### src/rtl/mdio_master.sv
module mdio_master #(
  parameter int DIV          = 4,
  parameter int PRE_BITS     = 32,
  parameter int RECOVER_BITS = 32
) (
  input  logic        clk,
  input  logic        rst_n,
  input  logic        start,
  input  logic        rd_nwr,
  input  logic [4:0]  phy_addr,
  input  logic [4:0]  reg_addr,
  input  logic [15:0] wdata,
  output logic [15:0] rdata,
  output logic        busy,
  output logic        done,
  output logic        err,
  output logic        mdc,
  output logic        mdio_o,
  output logic        mdio_oe,
  input  logic        mdio_i
);
  localparam int DW   = (DIV > 1) ? $clog2(DIV) : 1;
  localparam int CMAX = (PRE_BITS > RECOVER_BITS) ? PRE_BITS : RECOVER_BITS;
  localparam int CW   = $clog2((CMAX < 32) ? 32 : CMAX) + 1;

  typedef enum logic [2:0] {S_IDLE, S_PRE, S_SEND, S_TA, S_RDAT, S_TAIL} st_t;

  st_t            st;
  logic [DW-1:0]  divc;
  logic [CW-1:0]  cnt;
  logic [31:0]    sh;
  logic [15:0]    rx;
  logic           ph, rd, errq;
  logic           tick;

  assign busy    = (st != S_IDLE);
  assign tick    = busy && (divc == DW'(DIV - 1));
  assign mdc     = ph;
  assign mdio_oe = (st == S_PRE) || (st == S_SEND);
  assign mdio_o  = (st == S_SEND) ? sh[31] : (st == S_PRE);

  always_ff @(posedge clk or negedge rst_n) begin
    if (!rst_n)           divc <= '0;
    else if (!busy || tick) divc <= '0;
    else                  divc <= divc + 1'b1;
  end

  always_ff @(posedge clk or negedge rst_n) begin
    if (!rst_n) begin
      st    <= S_IDLE;
      cnt   <= '0;
      sh    <= '0;
      rx    <= '0;
      ph    <= 1'b0;
      rd    <= 1'b0;
      errq  <= 1'b0;
      err   <= 1'b0;
      done  <= 1'b0;
      rdata <= '0;
    end else begin
      done <= 1'b0;
      if (st == S_IDLE) begin
        if (start) begin
          st   <= S_PRE;
          cnt  <= CW'(PRE_BITS - 1);
          ph   <= 1'b0;
          rd   <= rd_nwr;
          sh   <= {2'b01, rd_nwr ? 2'b10 : 2'b01, phy_addr, reg_addr, 2'b10, wdata};
          err  <= 1'b0;
          errq <= 1'b0;
        end
      end else if (tick) begin
        if (!ph) begin
          ph <= 1'b1;
        end else begin
          ph <= 1'b0;
          case (st)
            S_PRE: begin
              if (cnt == '0) begin
                st  <= S_SEND;
                cnt <= rd ? CW'(13) : CW'(31);
              end else cnt <= cnt - 1'b1;
            end
            S_SEND: begin
              sh <= {sh[30:0], 1'b0};
              if (cnt == '0) begin
                if (rd) st <= S_TA;
                else begin
                  st  <= S_TAIL;
                  cnt <= '0;
                end
              end else cnt <= cnt - 1'b1;
            end
            S_TA: begin
              if (mdio_i) begin
                errq <= 1'b1;
                st   <= S_TAIL;
                cnt  <= CW'(RECOVER_BITS - 1);
              end else begin
                st  <= S_RDAT;
                cnt <= CW'(15);
              end
            end
            S_RDAT: begin
              rx <= {rx[14:0], mdio_i};
              if (cnt == '0) begin
                st  <= S_TAIL;
                cnt <= CW'(1);
              end else cnt <= cnt - 1'b1;
            end
            S_TAIL: begin
              if (cnt == '0) begin
                st   <= S_IDLE;
                done <= 1'b1;
                err  <= errq;
                if (rd) rdata <= errq ? 16'h0000 : rx;
              end else cnt <= cnt - 1'b1;
            end
            default: st <= S_IDLE;
          endcase
        end
      end
    end
  end
endmodule


### config.mk
export PLATFORM = sky130hd
export DESIGN_NAME = mdio_master
export DESIGN_NICKNAME = d
export VERILOG_FILES = /design/src/rtl/mdio_master.sv
export SDC_FILE = /design/constraint.sdc
export NUM_CORES = 1
export LEC_CHECK = 0
export BUFFER_PORTS_ARGS = -buffer_cell sky130_fd_sc_hd__clkbuf_2
export CORE_ASPECT_RATIO = 0.7
export CORE_MARGIN = 1.5
export CORE_UTILIZATION = 40
export DETAILED_ROUTE_END_ITERATION = 10
export SYNTH_ARGS = -nofsm -noshare
export SYNTH_HDL_FRONTEND = slang
export SYNTH_SLANG_ARGS = --single-unit
### constraint.sdc
create_clock -name clk -period 2.7 [get_ports clk]
set_clock_uncertainty 0.15 [all_clocks]
set_input_delay 0.135 -clock clk [delete_from_list [all_inputs] [get_ports clk]]
set_output_delay 0.135 -clock clk [all_outputs]
set_load 0.01 [all_outputs]
Word-level counts from Yosys, hierarchy flattened --
Cells that the tools add are included.
Word-level totals: register bits after elaboration 80, logic and storage cells 102
Cells by class: bitwise gates (word level) 1, reductions and logical operators 24, muxes and demuxes 51, equal/unequal tests 13, add/subtract/negate cells 2
Operators with widths (count):
- $mux 32 | 5
- $mux 6 | 9
- $pmux 6 s5 | 1
- $mux 3 | 9
- $mux 1 | 21
- $mux 16 | 1
- $pmux 3 s5 | 1
- $reduce_bool 2->1 | 7
- $reduce_and 6->1 | 2
- $mux 5 | 2
- $reduce_and 5->1 | 2
- $ne 3x3->1 const B | 3
- $reduce_and 4->1 | 2
- $reduce_and 7->1 | 1
- $eq 3x2->1 const B | 2
- $eq 3x3->1 const B | 2
- $logic_not 6->1 | 1
- $ne 3x1->1 const B | 2
- $reduce_bool 6->1 | 1
- $sub 6x1->6 const B | 1
- $mux 2 | 2
- $ne 4x4->1 const B | 1
- $reduce_and 2->1 | 2
- $eq 3x1->1 const B | 1
- 9 further kinds | 10

Depth between registers and ports, before layout --
Gate-level depths: netlist (run 1).
depth after elaboration 6, gate-level depth with buffers 9

Worst setup path before layout (run 1) --
OpenSTA, ideal clock, no wires.
kind reg2reg, start reg cnt[0], end reg cnt[2], stages on the path, launching flop included 9, library setup time 127 ps, path slack 775 ps, period minus slack after synthesis 1925 ps, data required time 2423 ps, arrival time 1648 ps, cells stage by stage dfrtp_1 inv_1 ha_1 nor3b_1 nand2_1 buf_4 nor2_1 o221ai_1 mux2_1
On the way: word-level cells in the longest chain between the ends 6, elaborated cells on any way between the ends 13
Ends and longest elaborated chain:
- from (decl) | RTL line 30 | logic [CW-1:0] cnt;
- from (signal assigned) | RTL line 65 | cnt <= CW'(PRE_BITS - 1);
- from (signal assigned) | RTL line 81 | cnt <= rd ? CW'(13) : CW'(31);
- from (signal assigned) | RTL line 82 | end else cnt <= cnt - 1'b1;
- $sub 6x1->6 / $logic_not 6->1 (equally long branches)
- $mux 6, on equally long branches
- $pmux 6 s5 | RTL line 77 | case (st)
- $mux 6 | RTL line 73 | if (!ph) begin
- $mux 6 | RTL line 72 | end else if (tick) begin
- $mux 6 | RTL line 62 | if (st == S_IDLE) begin
Several ways; a longest one is shown, not always the timed one. The select of a mux whose other input is x is not followed. A chain may end at the register's enable or synchronous reset.

Worst setup path in the final report (run 1) --
start reg divc[0], end reg sh[0]
On the way: word-level cells in the longest chain between the ends 4
Ends and longest elaborated chain:
- from (decl) | RTL line 29 | logic [DW-1:0] divc;
- from (signal assigned) | RTL line 45 | else divc <= divc + 1'b1;
- $eq 2x2->1 | RTL line 37 | assign tick = busy && (divc == DW'(DIV - 1));
- $logic_and 1x1->1 | RTL line 37
- $reduce_bool 2->1 (no line)
- $reduce_and 4->1 (no line)
- to (signal assigned) | RTL line 68 | sh <= {2'b01, rd_nwr ? 2'b10 : 2'b01, phy_addr, reg_addr, 2'b10, wdata};
- to (signal assigned) | RTL line 85 | sh <= {sh[30:0], 1'b0};
- to (decl) | RTL line 31 | logic [31:0] sh;
No other way between the ends.

==> results by group, run 1 <==
Status
  – Outcome: finished, final reports clean

Floorplanning
  – Area of the core: 9250 um2
  – Die ar.: 10300 um2
  – Starting Density: 41.9%
  – Die height: 85.4 um
  – IO Pins: 53
  – Die X: 121 um
  – Site Rows: 29

Power
  – Pwr dens: 493 nW/um2
  – Reg power frac: 51.1%
  – Sw Share: 20.9%
  – Gate power share: 3.6%
  – Leak Pwr: 2.13 nW
  – Sw power: 0.493 mW
  – Worst vdd ir: 348 uV
  – Total power: 2.35 mW
  – Internal Power: 1.86 mW
  – Clock network power share: 45.3%

Yosys
  – Synth area leaders: dfrtp_1, mux2i_1, mux2_2
  – Yosys top cell area share: 51.6%
  – Post-synthesis cell area: 3880 um2
  – Post-Syn Instances: 368
  – Distinct cell type count of the synthesized netlist: 50
  – Sequential area share after synthesis: 51.6%
  – Asr flop ratio synth: 100%
  – Synth area leader: dfrtp_1
  – Synth Flop Type: dfrtp_1
  – FF+latch count, synth: 80
  – Number of synthesized flops with an enable pin: 0
  – Syn Area/Cell: 10.5 um2
  – Yosys warns: 0
  – Syn Nets: 402

CTS
  – Clock buffer depth: 2
  – Clock Latency Late Sink: 0.33 ns
  – Clk root buf: clkbuf_16
  – CTS tree: yes
  – H-tree depth: 3
  – CTS Buf Count: 9
  – Clk pin slew, worst setup/hold paths: 0.06 ns
  – CTS Sinks: 80
  – Post-CTS Setup Bufs: 0

Worst setup path
  – CP top delay family: compound AO/OA/AOI/OAI gates
  – R2r setup slk: 0.14 ns
  – Crit path DAT: 2.62 ns
  – R2R cell count: 6
  – Crit end category: register
  – Critical register-to-register path startpoint: divc[0]$_DFF_PN0_
  – CP bufs+invs: 1
  – Largest stage delay, worst path: 0.56 ns
  – Slowest cell on crit path: dlygate4sd3_1
  – Startpoint Class: register
  – Critical Path Fanout Max: 19
  – Critical Path RT: 2.76 ns
  – Crit-path cells: ha_1 -> and2_2 -> nand2_1 -> a211o_2 -> a32o_1 -> dlygate4sd3_1
  – Critical path class: register to register
  – FF-to-FF End: sh[0]$_DFFE_PN0P_

Global routing
  – Routing usage on met3: 5.65%
  – Global routing's busiest layer: met2
  – Initial antenna violation count: 0
  – Total grt overflow: 0
  – Met2 Use GR: 24.6%
  – Vias in the first global route: 2795
  – Routing usage on met1: 23.6%
  – First-pass GRT wire length: 13400 um
  – GRT Resource Usage Total: 16.8%
  – Largest net degree at the start of global routing: 81

Layout
  – Fin nets: 480
  – P&R area growth vs syn: 23.0%
  – Area occupied by multi-input gates: 1630 um2
  – Ant diodes: 0
  – Most frequent cells in the layout: dfrtp_1, clkbuf_2, nand2_1
  – Fillers: 845
  – Commonest non-fill, non-tap cell in the layout: dfrtp_1
  – Layout cells sized above 1: 22.7%
  – Register area: 2000 um2

Routing
  – Final antenna-violating net count: 0
  – Vias: 2832
  – DRT iter0 DRCs: 171
  – Vias per cell: 4.93
  – Routed length per placed instance: 13.6 um
  – Routed WL: 7820 um
  – DRC viols: 0
  – First-pass detailed-route iteration total: 4

Placed design
  – Count of input and output buffers: 52
  – Post-DP HPWL: 5100 um
  – Placer congestion estimate: 0.818

Timing
  – Final hold violations: 0
  – Actual slew at the worst max-slew pin: 0.995 ns
  – Headroom to the max-slew limit: 33.7%
  – Max-slew violations: 0
  – Min Hold Slack: 0.288 ns
  – TNS Setup: 0 ns
  – RSZ-0062 raised after global routing: no
  – Shortest period the worst path allows: 2.56 ns
  – Fmax: 390 MHz
  – Final Setup Violations: 0
  – Final period util: 94.9%

Run
  – Max Cap Viol: 0

Worst hold path
  – Hold path endpoint: divc[0]$_DFF_PN0_
  – Worst Hold Class: register to register
  – Hold Startpoint: divc[0]$_DFF_PN0_
  – Hold-critical path depth: 1
repair_timing:
action,CTS,global route
setup endpoints to repair,0,1
resized for setup,0,1
hold buffers,31,0
endpoints found under the hold margin,110,0
worst max-delay path by stage:
stage / from / endpoint / slack (ns) / depth (start not counted)
3_3_place_gp: divc[0]$_DFF_PN0_ / sh[12]$_DFFE_PN0P_ / 0.48 / 7
3_5_place_dp: divc[0]$_DFF_PN0_ / sh[24]$_DFFE_PN0P_ / 0.43 / 7
5_1_grt: divc[0]$_DFF_PN0_ / sh[0]$_DFFE_PN0P_ / 0.04 / 6
4_1_cts: divc[0]$_DFF_PN0_ / sh[0]$_DFFE_PN0P_ / 0.09 / 6
2_1_floorplan: cnt[0]$_DFFE_PN0P_ / cnt[2]$_DFFE_PN0P_ / 0.77 / 8
6_report: divc[0]$_DFF_PN0_ / sh[0]$_DFFE_PN0P_ / 0.14 / 6
power by group through the flow:
stage	registers [mW]	logic (mW)	clock network (mW)
finish	1.20	0.0858	1.06
global route	1.20	0.0966	1.17
CTS	1.20	0.0872	1.10
detailed placement	1.22	0.0530	0
global placement	1.22	0.0523	0
floorplan	1.22	0.00364	0
cells in the mapped netlist (2+ instances only):
cell       n
a211o_1    3
a21o_1     2
a21oi_1   10
a32oi_1    2
and2_1     3
buf_2     12
buf_4      5
buf_6      5
clkbuf_1   2
dfrtp_1   80
ha_1       3
inv_1     24
mux2_2    17
mux2i_1   27
nand2_1   49
nand3_1    3
nand3b_1  16
nor2_1    12
nor2b_1    2
nor3_1     4
nor3_2     2
nor3b_1    3
o21ai_0   24
o21ai_1   29
o31ai_1    2
xnor2_1    3
final cells by class:
type	instances	share of cell area (%)
clock buffer	11	4.88
tap	124	3.25
timing repair buffer	91	13.3
clock inverter	4	0.472
multi-input combinational	240	34.2
inverter	24	1.89
sequential	80	42.0
kinds of logic (layout without fill, tap and decap cells):
logic type,Yosys count,count (layout),synth area share [%]
adders and majority gates,3,3,0.968
xor gates and xnor gates,4,4,0.904
buffers and inverters,48,130,6.49
DFF,80,80,51.6
muxes,45,45,12.2
AOI/OAI and AO/OA,86,86,14.2
and+or+nand+nor,102,102,13.6
per-stage QoR:
step	cell area (um2)	setup WS, ns	utilization (%)	cells
2_1_floorplan	3880	0.775	-	368
3_3_place_gp	4200	0.482	45.4	528
3_5_place_dp	4200	0.432	45.4	528
4_1_cts	4770	0.0861	51.5	574
5_1_grt	4770	0.0386	51.5	574
6_report	4770	0.139	51.5	574
registers in the layout (all words and copies together), names as in the netlist:
| signal | count |
|---|---|
| rd | 1 |
| sh | 32 |
| cnt | 6 |
| errq | 1 |
| err | 1 |
| done | 1 |
| rx | 16 |
| divc | 2 |
| rdata | 16 |
| mdc | 1 |
| st | 3 |
worst reg2reg max path, delay by kind of cell, from the launching register on:
family | cells | cell delay (ns)
AO/OA/AOI/OAI | 2 | 0.75
flip-flops | 1 | 0.35
AND/OR/NAND/NOR | 2 | 0.36
adder cells (fa/ha/maj) | 1 | 0.26
buffers and inverters | 1 | 0.56
layer usage:
| metal | wire length, um | up-vias |
|---|---|---|
| li1 | - | 1427 |
| met1 | 3910 | 1333 |
| met2 | 3440 | 68 |
| met3 | 419 | 4 |
| met4 | 48 | 0 |
| met5 | 0 | - |
(Power assumes the default switching activity.)
==> run 2, diff against run 1 <==
- PLACE_DENSITY: not set -> 0.56
- SLEW_MARGIN: not set -> 25
==> run 2 against run 1 <==
Against the previous run: hold slack lost 0.039 ns; total power grew 6.5%; register-to-register slack gained 0.18 ns; global-route usage shrank 0.34 points; sequential share of layout area shrank 0.32 points; flip-flop and latch count is the same; clock power grew 15%; critical endpoint unchanged; critical path type unchanged; worst setup slack gained 0.18 ns; die area is the same; critical path depth shrank 1; highest routed layer unchanged; cell area grew 0.76%; fmax grew 7.5%.
==> results by group, run 2 (synthesis gave the netlist of run 1 again) <==
CTS
  – CTS tree: yes
  – CTS Buf Count: 9
  – CTS Sinks: 80
  – Clock Latency Late Sink: 0.33 ns
  – H-tree depth: 3
  – Clock buffer depth: 2
  – Post-CTS Setup Bufs: 0
  – Clk root buf: clkbuf_16
  – Clk pin slew, worst setup/hold paths: 0.06 ns

Power
  – Leak Pwr: 2.14 nW
  – Worst vdd ir: 302 uV
  – Pwr dens: 522 nW/um2

Layout
  – Fin nets: 478
  – Final cell count without fillers: 573
  – Most flops, register: sh
  – Top Registers: sh: 32 flops, rdata: 16 flops, rx: 16 flops
  – P&R area growth vs syn: 23.9%
  – Most frequent cells in the layout: dfrtp_1, clkbuf_2, nand2_1
  – Ant diodes: 0
  – Design Area, Final: 4800 um2
  – Max FFs per register: 32
  – Layout cells sized above 1: 22.9%
  – Commonest non-fill, non-tap cell in the layout: dfrtp_1

Timing
  – Final Setup Violations: 0
  – Max-slew violations: 0
  – Fmax: 420 MHz
  – RSZ-0062 raised after global routing: no
  – Shortest period the worst path allows: 2.38 ns
  – Headroom to the max-slew limit: 37.7%
  – Min Hold Slack: 0.249 ns
  – Final hold violations: 0
  – TNS Setup: 0 ns
  – Final period util: 88.2%
  – Actual slew at the worst max-slew pin: 0.934 ns

Worst setup path
  – Startpoint Class: register
  – Crit path DAT: 2.44 ns
  – Critical path class: register to register
  – Critical Path Fanout Max: 63
  – Critical Path RT: 2.76 ns
  – Crit end category: register

Global routing
  – Initial antenna violation count: 0
  – GRT Resource Usage Total: 16.5%
  – Routing usage on met1: 23.4%
  – Largest net degree at the start of global routing: 81
  – Total grt overflow: 0
  – Met2 Use GR: 24.7%
  – Vias in the first global route: 2747
  – First-pass GRT wire length: 13400 um
  – Routing usage on met3: 4.37%
  – Global routing's busiest layer: met2

Placed design
  – Count of input and output buffers: 52
  – Placer congestion estimate: 0.774
  – Post-DP HPWL: 5000 um
  – Dpl cell area: 4190 um2
  – Inst Count DP: 527

Floorplanning
  – Die X: 121 um
  – Site Rows: 29
  – Die height: 85.4 um
  – Die ar.: 10300 um2
  – Starting Density: 41.9%
  – Area of the core: 9250 um2
  – IO Pins: 53

Routing
  – DRC viols: 0
  – Vias: 2828
  – DRT iter0 DRCs: 154
  – First-pass detailed-route iteration total: 4
  – Routed length per placed instance: 13.3 um
  – Final antenna-violating net count: 0
  – Vias per cell: 4.94
  – Routed WL: 7600 um

Status
  – Outcome: finished, final reports clean

Run
  – Max Cap Viol: 0

Worst hold path
  – Worst Hold Class: input port to asynchronous set/reset pin
[run 2: changes by cell type in the layout (fill, tap and decap cells not counted), sizes merged]
| cell | previous run | this run |
|---|---|---|
| buf | 9 | 8 |
| bufinv | 0 | 1 |
| clkbuf | 62 | 61 |
| clkinv | 3 | 2 |
| clkinvlp | 1 | 2 |
| dlygate4sd3 | 31 | 30 |
| inv | 24 | 25 |
[run 2: critical path: stages (launching register included)]
cell and delay [ns]:
dfrtp_1 0.35, ha_1 0.25, and2_1 0.31, nand2_1 0.11, a211o_2 0.72, a32o_1 0.36
[run 2: worst paths after layout]
kind                              startpoint                     to  slack [ns]  cells past startpoint
max                        divc[0]$_DFF_PN0_      sh[0]$_DFFE_PN0P_        0.32                      5
min in group clk           divc[0]$_DFF_PN0_      divc[0]$_DFF_PN0_        0.30                      1
max reg2reg                divc[0]$_DFF_PN0_      sh[0]$_DFFE_PN0P_        0.32                      5
min                                    rst_n  rdata[13]$_DFFE_PN0P_        0.25                      2
min reg2reg                divc[0]$_DFF_PN0_      divc[0]$_DFF_PN0_        0.30                      1
max in group asynchronous              rst_n     sh[26]$_DFFE_PN0P_        1.64                      2
[run 2: layer usage]
metal | routed length, um | up-vias
met1 | 3860 | 1327
met4 | 77 | 0
met3 | 331 | 9
li1 | - | 1430
met2 | 3330 | 62
met5 | 0 | -
[run 2: through the flow]
step | power (mW) | setup slack (ns) | util, %
after floorplan | 1.23 | 0.775 | -
after global placement | 1.28 | 0.386 | 45.3
after detailed placement | 1.28 | 0.324 | 45.3
after CTS | 2.56 | 0.318 | 51.9
after global routing | 2.62 | 0.155 | 51.9
final | 2.51 | 0.318 | 51.9
[run 2: final cells by class]
| type | count | area (um2) |
|---|---|---|
| fill | 850 | 4450 |
| clock inverter | 6 | 67.6 |
| tap | 124 | 155 |
| multi-input combinational | 240 | 1630 |
| inverter | 24 | 90.1 |
| sequential | 80 | 2000 |
| timing repair buffer | 89 | 619 |
| clock buffer | 10 | 239 |
[run 2: timing repair]
action | CTS | global route
hold endpoints to repair | 110 | 0
gates resized for setup | 0 | 0
hold buffers | 30 | 0
[run 2: power by group]
part           internal (mW)  switching (mW)  leakage, nW  total [mW]
sequential              1.20        0.000927         1.06        1.20
clock                  0.744           0.476        0.145        1.22
combinational         0.0467          0.0381        0.936      0.0848
==> run 3, diff against run 2 <==
- CTS_CLUSTER_DIAMETER: not set -> 150
- PLACE_DENSITY: 0.56 -> not set
==> run 3 against run 2 <==
Against the previous run: total power is 6.1% lower; non-clock buffer count is 2 higher; final cell count is 0.17% higher; critical path type unchanged; critical endpoint unchanged; largest cell class unchanged.
==> results by group, run 3 (synthesis gave the netlist of run 1 again) <==
Layout
  – Layout cells sized above 1: 22.7%
  – Most frequent cells in the layout: dfrtp_1, clkbuf_2, nand2_1
  – Register area: 2000 um2
  – Max FFs per register: 32
  – Commonest non-fill, non-tap cell in the layout: dfrtp_1
  – Fillers: 846
  – Ant diodes: 0
  – Most flops, register: sh
  – Top Registers: sh: 32 flops, rdata: 16 flops, rx: 16 flops
  – Final cell count without fillers: 574
  – P&R area growth vs syn: 23.1%
  – Fin nets: 480
  – Area occupied by multi-input gates: 1630 um2

Worst setup path
  – R2r setup slk: 0.14 ns
  – Critical path class: register to register
  – Critical Path Fanout Max: 19
  – FF-to-FF End: sh[0]$_DFFE_PN0P_
  – Critical register-to-register path startpoint: divc[0]$_DFF_PN0_
  – Startpoint Class: register
  – Crit end category: register
  – Crit path DAT: 2.62 ns
  – R2R cell count: 6
  – CP startpoint: divc[0]$_DFF_PN0_
  – Critical Path RT: 2.76 ns

Floorplanning
  – Die X: 121 um
  – Die ar.: 10300 um2
  – Site Rows: 29
  – Area of the core: 9250 um2
  – Starting Density: 41.9%
  – IO Pins: 53
  – Die height: 85.4 um

Timing
  – RSZ-0062 raised after global routing: no
  – Fmax: 390 MHz
  – Max-slew violations: 0
  – TNS Setup: 0 ns
  – Final Setup Violations: 0
  – Worst setup margin: 0.139 ns
  – Headroom to the max-slew limit: 52.4%
  – Actual slew at the worst max-slew pin: 0.715 ns
  – Final hold violations: 0
  – Final period util: 94.9%
  – Shortest period the worst path allows: 2.56 ns

CTS
  – Clock Latency Late Sink: 0.33 ns
  – Clock buffer depth: 2
  – CTS Buf Count: 9
  – CTS tree: yes
  – Clk pin slew, worst setup/hold paths: 0.06 ns
  – Post-CTS Setup Bufs: 0
  – Clk root buf: clkbuf_16
  – CTS Sinks: 80
  – H-tree depth: 3

Global routing
  – Largest net degree at the start of global routing: 81
  – Total grt overflow: 0
  – Vias in the first global route: 2795
  – First-pass GRT wire length: 13400 um
  – Initial antenna violation count: 0
  – GRT Resource Usage Total: 16.8%

Power
  – Pwr dens: 493 nW/um2
  – Leak Pwr: 2.13 nW
  – Worst vdd ir: 348 uV

Placed design
  – Inst Count DP: 528
  – Post-Place Setup Slack: 0.432 ns
  – Placer congestion estimate: 0.818
  – Post-DP HPWL: 5100 um
  – Count of input and output buffers: 52

Routing
  – Vias: 2834
  – Routed WL: 7830 um
  – DRT iter0 DRCs: 171
  – First-pass detailed-route iteration total: 4
  – Routed length per placed instance: 13.6 um
  – Vias per cell: 4.94
  – DRC viols: 0
  – Final antenna-violating net count: 0

Worst hold path
  – Worst Hold Class: input port to asynchronous set/reset pin

Status
  – Outcome: finished, final reports clean

Run
  – Max Cap Viol: 0
[run 3: cell count changes in the layout (fill, tap and decap cells not counted), sizes merged]
cell         before  now
buf               8    9
bufinv            1    0
clkbuf           61   62
clkinv            2    3
clkinvlp          2    1
dlygate4sd3      30   31
inv              25   24
[run 3: worst max-delay path, stage by stage (launching register included)]
cell and delay, ns:
dfrtp_1 0.35, ha_1 0.26, and2_2 0.27, nand2_1 0.09, a211o_2 0.50, a32o_1 0.25, dlygate4sd3_1 0.56
[run 3: metal layers]
layer | track usage [%] | up-vias | routed length (um) | part of all wire, %
li1 | - | 1427 | - | -
met4 | 5.24 | 0 | 48 | 0.61
met2 | 24.6 | 70 | 3440 | 44
met3 | 5.65 | 4 | 423 | 5.4
met1 | 23.6 | 1333 | 3910 | 50
met5 | 0 | - | 0 | 0
[run 3: how the worst max path moves through the flow]
stage	end	slack (ns)	cells after the start
after detailed placement	sh[24]$_DFFE_PN0P_	0.43	7
after global placement	sh[12]$_DFFE_PN0P_	0.48	7
after global routing	sh[0]$_DFFE_PN0P_	0.04	6
after floorplan	cnt[2]$_DFFE_PN0P_	0.77	8
final	sh[0]$_DFFE_PN0P_	0.14	6
after CTS	sh[0]$_DFFE_PN0P_	0.09	6
[run 3: cell type report]
class / instances / share of cell area [%]
flip-flops and latches: 80 / 42.0
multi-input cells: 240 / 34.2
repair buffers: 91 / 13.3
clock buffers: 11 / 4.88
well taps: 124 / 3.25
inverters: 24 / 1.89
clock inverters: 4 / 0.472
[run 3: power breakdown]
group | switching [mW] | leakage, nW | internal (mW)
clock network | 0.453 | 0.125 | 0.612
registers | 0.000817 | 1.06 | 1.20
logic | 0.0397 | 0.948 | 0.0468
total | 0.493 | 2.13 | 1.86
[run 3: stage by stage]
stage | util [%] | hold slack (ns) | total power [mW] | cell area (um2)
after floorplan | - | -0.311 | 1.23 | 3880
after detailed placement | 45.4 | 0.222 | 1.28 | 4200
final | 51.6 | 0.260 | 2.35 | 4770
after global placement | 45.4 | 0.217 | 1.28 | 4200
after global routing | 51.6 | 0.309 | 2.47 | 4770
after CTS | 51.5 | 0.292 | 2.39 | 4770
[run 3: what timing repair did]
action | CTS | global route
gates resized for setup | 0 | 1
hold buffers | 31 | 0
endpoints found under the setup margin | 0 | 1
hold endpoints to repair | 110 | 0
